<file path="config.mk">
export PLATFORM = sky130hd
export DESIGN_NAME = mac_addr_loader
export DESIGN_NICKNAME = d
export VERILOG_FILES = /design/src/rtl/mal_pkg.sv /design/src/rtl/mal_seq.sv /design/src/rtl/mal_pack.sv /design/src/rtl/mal_regs.sv /design/src/rtl/mac_addr_loader.sv
export SDC_FILE = /design/constraint.sdc
export NUM_CORES = 1
export LEC_CHECK = 0
export CORE_UTILIZATION = 40
export DETAILED_ROUTE_END_ITERATION = 10
export DONT_BUFFER_PORTS = 1
export SLEW_MARGIN = 20
export SYNTH_ARGS = -nofsm -noshare
export SYNTH_HDL_FRONTEND = slang
export SYNTH_SLANG_ARGS = --single-unit
</file>
<file path="constraint.sdc">
create_clock -name clk -period 1.64 [get_ports clk]
set_input_delay 0.082 -clock clk [delete_from_list [all_inputs] [get_ports clk]]
set_output_delay 0.082 -clock clk [all_outputs]
set_load 0.02 [all_outputs]
</file>
<file path="src/rtl/mal_pkg.sv">
package mal_pkg;
   typedef enum logic [1:0] {
      LS_IDLE = 2'd0,
      LS_READ = 2'd1,
      LS_FIN  = 2'd2
   } ld_state_e;

   localparam int BYTE_W     = 8;
   localparam int SIG_OFFSET = 0;
endpackage

</file>
<file path="src/rtl/mal_seq.sv">
module mal_seq
   import mal_pkg::*;
#(
   parameter int               EE_AW    = 8,
   parameter int               NBYTES   = 6,
   parameter logic [BYTE_W-1:0] SIG_BYTE = 8'hA5
) (
   input  logic              clk,
   input  logic              rst_n,
   output logic              rd_req,
   output logic [EE_AW-1:0]  rd_addr,
   input  logic              rd_ack,
   input  logic [BYTE_W-1:0] rd_data,
   output logic              take,
   output logic              commit,
   output logic              done,
   output logic              loaded
);
   localparam logic [EE_AW-1:0] LAST_OFS = EE_AW'(NBYTES);
   localparam logic [EE_AW-1:0] SIG_OFS  = EE_AW'(SIG_OFFSET);

   ld_state_e        state;
   logic [EE_AW-1:0] ofs;
   logic             acked;

   assign acked   = (state == LS_READ) && rd_ack;
   assign rd_req  = (state == LS_READ);
   assign rd_addr = ofs;
   assign take    = acked && (ofs != SIG_OFS);
   assign commit  = acked && (ofs == LAST_OFS);

   always_ff @(posedge clk or negedge rst_n) begin
      if (!rst_n) begin
         state  <= LS_IDLE;
         ofs    <= SIG_OFS;
         done   <= 1'b0;
         loaded <= 1'b0;
      end else begin
         case (state)
            LS_IDLE: state <= LS_READ;
            LS_READ: begin
               if (rd_ack) begin
                  if ((ofs == SIG_OFS) && (rd_data != SIG_BYTE)) begin
                     state <= LS_FIN;
                     done  <= 1'b1;
                  end else if (ofs == LAST_OFS) begin
                     state  <= LS_FIN;
                     done   <= 1'b1;
                     loaded <= 1'b1;
                  end else begin
                     ofs <= ofs + EE_AW'(1);
                  end
               end
            end
            default: state <= LS_FIN;
         endcase
      end
   end
endmodule

</file>
<file path="src/rtl/mal_pack.sv">
module mal_pack
   import mal_pkg::*;
#(
   parameter int EE_AW  = 8,
   parameter int NBYTES = 6
) (
   input  logic                     clk,
   input  logic                     rst_n,
   input  logic                     take,
   input  logic [EE_AW-1:0]         idx,
   input  logic [BYTE_W-1:0]        din,
   output logic [BYTE_W*NBYTES-1:0] image
);
   for (genvar i = 0; i < NBYTES; i++) begin : g_byte
      logic [BYTE_W-1:0] stage;
      logic              hit;

      assign hit = take && (idx == EE_AW'(i + 1));

      always_ff @(posedge clk or negedge rst_n) begin
         if (!rst_n)   stage <= '0;
         else if (hit) stage <= din;
      end

      // The final byte arrives in the commit cycle, so it bypasses its stage.
      assign image[BYTE_W*i +: BYTE_W] = hit ? din : stage;
   end
endmodule

</file>
<file path="src/rtl/mal_regs.sv">
module mal_regs #(
   parameter int            LO_W       = 32,
   parameter int            HI_W       = 16,
   parameter logic [LO_W-1:0] LO_RST   = '0,
   parameter logic [HI_W-1:0] HI_RST   = '0,
   parameter bit            HOST_WR_EN = 1'b1
) (
   input  logic                 clk,
   input  logic                 rst_n,
   input  logic                 commit,
   input  logic [LO_W+HI_W-1:0] image,
   input  logic                 done,
   input  logic                 host_wr_lo,
   input  logic                 host_wr_hi,
   input  logic [LO_W-1:0]      host_wdata,
   output logic [LO_W-1:0]      addr_lo,
   output logic [HI_W-1:0]      addr_hi
);
   logic wr_lo, wr_hi;

   if (HOST_WR_EN) begin : g_host
      assign wr_lo = done && host_wr_lo;
      assign wr_hi = done && host_wr_hi;
   end else begin : g_nohost
      logic unused_host;
      assign unused_host = ^{done, host_wr_lo, host_wr_hi};
      assign wr_lo = 1'b0;
      assign wr_hi = 1'b0;
   end

   always_ff @(posedge clk or negedge rst_n) begin
      if (!rst_n)      addr_lo <= LO_RST;
      else if (commit) addr_lo <= image[LO_W-1:0];
      else if (wr_lo)  addr_lo <= host_wdata;
   end

   always_ff @(posedge clk or negedge rst_n) begin
      if (!rst_n)      addr_hi <= HI_RST;
      else if (commit) addr_hi <= image[LO_W +: HI_W];
      else if (wr_hi)  addr_hi <= host_wdata[HI_W-1:0];
   end
endmodule

</file>
<file path="src/rtl/mac_addr_loader.sv">
module mac_addr_loader
   import mal_pkg::*;
#(
   parameter int                    EE_AW      = 8,
   parameter int                    LO_BYTES   = 4,
   parameter int                    HI_BYTES   = 2,
   parameter logic [BYTE_W-1:0]      SIG_BYTE   = 8'hA5,
   parameter logic [8*LO_BYTES-1:0] LO_RST     = '0,
   parameter logic [8*HI_BYTES-1:0] HI_RST     = '0,
   parameter bit                    HOST_WR_EN = 1'b1
) (
   input  logic                  clk,
   input  logic                  rst_n,
   output logic                  rd_req,
   output logic [EE_AW-1:0]      rd_addr,
   input  logic                  rd_ack,
   input  logic [7:0]            rd_data,
   input  logic                  host_wr_lo,
   input  logic                  host_wr_hi,
   input  logic [8*LO_BYTES-1:0] host_wdata,
   output logic [8*LO_BYTES-1:0] addr_lo,
   output logic [8*HI_BYTES-1:0] addr_hi,
   output logic                  done,
   output logic                  loaded
);
   localparam int NBYTES = LO_BYTES + HI_BYTES;
   localparam int LO_W   = BYTE_W * LO_BYTES;
   localparam int HI_W   = BYTE_W * HI_BYTES;

   if (EE_AW < $clog2(NBYTES + 1)) begin : g_chk_aw
      $error("EE_AW too narrow for the address offsets");
   end
   if (HI_BYTES > LO_BYTES || HI_BYTES < 1) begin : g_chk_hi
      $error("HI_BYTES must be 1..LO_BYTES");
   end

   logic                   take, commit;
   logic [BYTE_W*NBYTES-1:0] image;

   mal_seq #(.EE_AW(EE_AW), .NBYTES(NBYTES), .SIG_BYTE(SIG_BYTE)) u_seq (
      .clk(clk), .rst_n(rst_n), .rd_req(rd_req), .rd_addr(rd_addr),
      .rd_ack(rd_ack), .rd_data(rd_data), .take(take), .commit(commit),
      .done(done), .loaded(loaded)
   );

   mal_pack #(.EE_AW(EE_AW), .NBYTES(NBYTES)) u_pack (
      .clk(clk), .rst_n(rst_n), .take(take), .idx(rd_addr),
      .din(rd_data), .image(image)
   );

   mal_regs #(.LO_W(LO_W), .HI_W(HI_W), .LO_RST(LO_RST), .HI_RST(HI_RST),
              .HOST_WR_EN(HOST_WR_EN)) u_regs (
      .clk(clk), .rst_n(rst_n), .commit(commit), .image(image), .done(done),
      .host_wr_lo(host_wr_lo), .host_wr_hi(host_wr_hi), .host_wdata(host_wdata),
      .addr_lo(addr_lo), .addr_hi(addr_hi)
   );
endmodule

</file>
==> metrics.txt <==
crit-path max FO=8; Top-Level Pins=between 100 and 150; Fin. Hold Viols=100; Synth Cell Area=approximately 4600 um^2; GPL Wtd Cong=0.811; P per Cell Area=approximately 1000 nW/um^2; initial core utilization=0.418; TritonCTS clock tree=done; Yosys warning total=0; synthesis-to-finish area growth=22.5%; number of synthesized flops with an enable pin=0; Rows=38; Tot Pwr=~5.9 mW; number of fill cells=approximately 940; share of layout cells above drive strength 1=0.222; ANT nets after route=0; area of the die=around 12000 um^2; crit path kind=reg2reg; Setup TNS Final=0 ns; Synth Flop Type=dfrtp_1; first-pass GRT wire length=about 17000 um; critical path capture point type=flop; Hold-fix buffers, CTS=about 40; flops & latches, synth=100; Max Cap Viol=0; clk buf depth=2; post-layout util=0.512; final setup fails=0; Slew @ Worst Pin=between 0.4 and 0.5 ns; via count=3024; vias per inst=about 5.4; clock edge transition at the registers on the reported setup and hold paths=roughly 0.06 ns; die width=between 100 and 150 um; P_leak=around 2.9 nW; worst-case hold slack=-0.558 ns; DRT Pass-1 Iters=4; Clock Latency Late Sink=0.34 ns; Final Non-Filler Cells=around 560; Post-Syn Instances=between 300 and 400; HPWL after DPL=between 7000 and 8000 um; most frequent cells in the layout=dfrtp_1, mux2i_1, dlygate4sd3_1, nand3_1, mux2_2; Total Wirelength=between 10000 and 15000 um; crit path DAT=between 1.5 and 2 ns; syn_nets=415; max frequency=612 MHz; peak supply drop=0.722 mV; nets=467; Worst Path Required=1.86 ns; Worst Clk Skew=roughly 0.011 ns; vias in the first global route=roughly 3100; sequential share of the synthesized area=0.540; syn avg cell area=~13 um^2; total CTS buffers=9; min Tclk post-route=about 1.6 ns; WL per Instance=approximately 20 um; die height=approximately 110 um; ys async rst share=1.00; period utilization=0.996; GRT overflow=0; CORE AREA=~11000 um^2; Post-Place Cells=~500; Port Buf Inserts=0; initial antenna violation count=1; outcome=finished with violations; DRC=0; DR iter-0 viols=138; largest net degree at the start of global routing=101; failing checks=hold timing; Sink Count=100; H-tree levels=3; clk root buf=clkbuf_16; type of origin of the critical path=flop; Hold WC Path Type=in2async; Synth cell types=33; Total GRT Usage=0.200; Rel. slew slack=0.671; Final Max Tran Viols=0; most common cell after layout, fill and taps aside=dfrtp_1; RSZ-0062 raised after global routing=yes
[critical path, stage by stage, from the launching register on]
cell and delay (ns):
dfrtp_2 0.40, inv_1 0.12, ha_4 0.16, nor2_1 0.04, and4_2 0.30, nand2_4 0.16
mux2_2 0.35
[kinds of logic (layout without fill, tap and decap cells)]
family,count (synthesis),in the layout,synth area share
other cells,0,1,0
fa+ha+maj,4,4,0.0108
compound gates,39,39,0.0454
simple gates,64,66,0.0862
xor+xnor,7,7,0.0132
buf+inv,31,86,0.0316
flops,100,100,0.540
mux,121,121,0.273
[metrics by stage]
stage / worst slack [ns] / hold WS (ns) / cell area (um^2)
after global placement: -0.000198 / -0.209 / 4900
after CTS: 0.0153 / -0.582 / 5620
after floorplan: -0.155 / -0.214 / 4650
after global routing: -0.0699 / -0.577 / 5680
final: 0.00607 / -0.558 / 5680
after detailed placement: -0.0534 / -0.209 / 4900
[routing by layer]
layer  vias to the layer above  wire, um  global-route usage
li1                       1417         -                   -
met1                      1512      4850               0.261
met2                        85      5600               0.327
met3                        10       659              0.0575
met4                         0       141              0.0543
met5                         -         0                   0
[final timing paths]
path	startpoint	endpoint	slack [ns]	depth (start not counted)
setup / recovery	u_seq.rd_addr[1]$_DFFE_PN0P_	u_pack.g_byte[1].stage[0]$_DFF_PN0_	0.006	6
setup reg to reg	u_seq.rd_addr[1]$_DFFE_PN0P_	u_pack.g_byte[1].stage[0]$_DFF_PN0_	0.006	6
min in group clk	rd_ack	u_seq.rd_addr[1]$_DFFE_PN0P_	0.15	4
hold / removal	rst_n	u_seq.rd_addr[5]$_DFFE_PN0P_	-0.56	0
max in group asynchronous	rst_n	u_regs.addr_hi[3]$_DFFE_PN0P_	1.98	0
hold reg to reg	u_pack.g_byte[4].stage[5]$_DFF_PN0_	u_pack.g_byte[4].stage[5]$_DFF_PN0_	0.49	1
[synth_stat cells (all sizes together), types with 2 or more instances]
cell type,n,area [um^2]
nand3,34,170
nor2,2,7.51
xnor2,7,61.3
nand4bb,2,22.5
mux2i,80,801
and3,2,12.5
o21ai,33,165
ha,4,50.1
dfrtp,100,2500
buf,19,101
nand2,12,90.1
nor2b,2,12.5
nand4,3,18.8
and4,2,17.5
clkbuf,10,37.5
mux2,41,462
inv,2,7.51
[area by class of cell]
class | instances | area [um^2] | area share
timing repair buffer | 68 | 654 | 0.115
inverter | 2 | 7.51 | 0.00132
sequential | 100 | 2500 | 0.441
multi-input combinational | 237 | 2030 | 0.358
clock inverter | 3 | 46.3 | 0.00816
clock buffer | 13 | 250 | 0.0441
tap | 140 | 175 | 0.0309
antenna | 1 | 2.50 | 0.000441
[power breakdown]
part           total (mW)  internal [mW]  switching (mW)
combinational       0.603          0.320           0.283
clock                2.12           1.23           0.886
sequential           3.20           2.71           0.493
[registers in the layout, summed over array words and instances, names as in the netlist]
name	count
u_pack.g_byte.stage	40
u_seq.state	2
u_regs.addr_hi	16
u_regs.addr_lo	32
u_seq.done	1
u_seq.loaded	1
u_seq.rd_addr	8
[timing repair]
action | in CTS | in global routing
gates resized for setup | 3 | 11
pin swaps | 0 | 2
endpoints found under the setup margin | 56 | 76
setup buffers | 0 | 0
hold endpoints to repair | 190 | 100
gates cloned | 1 | 1
Power figures use the tool's default switching activity.
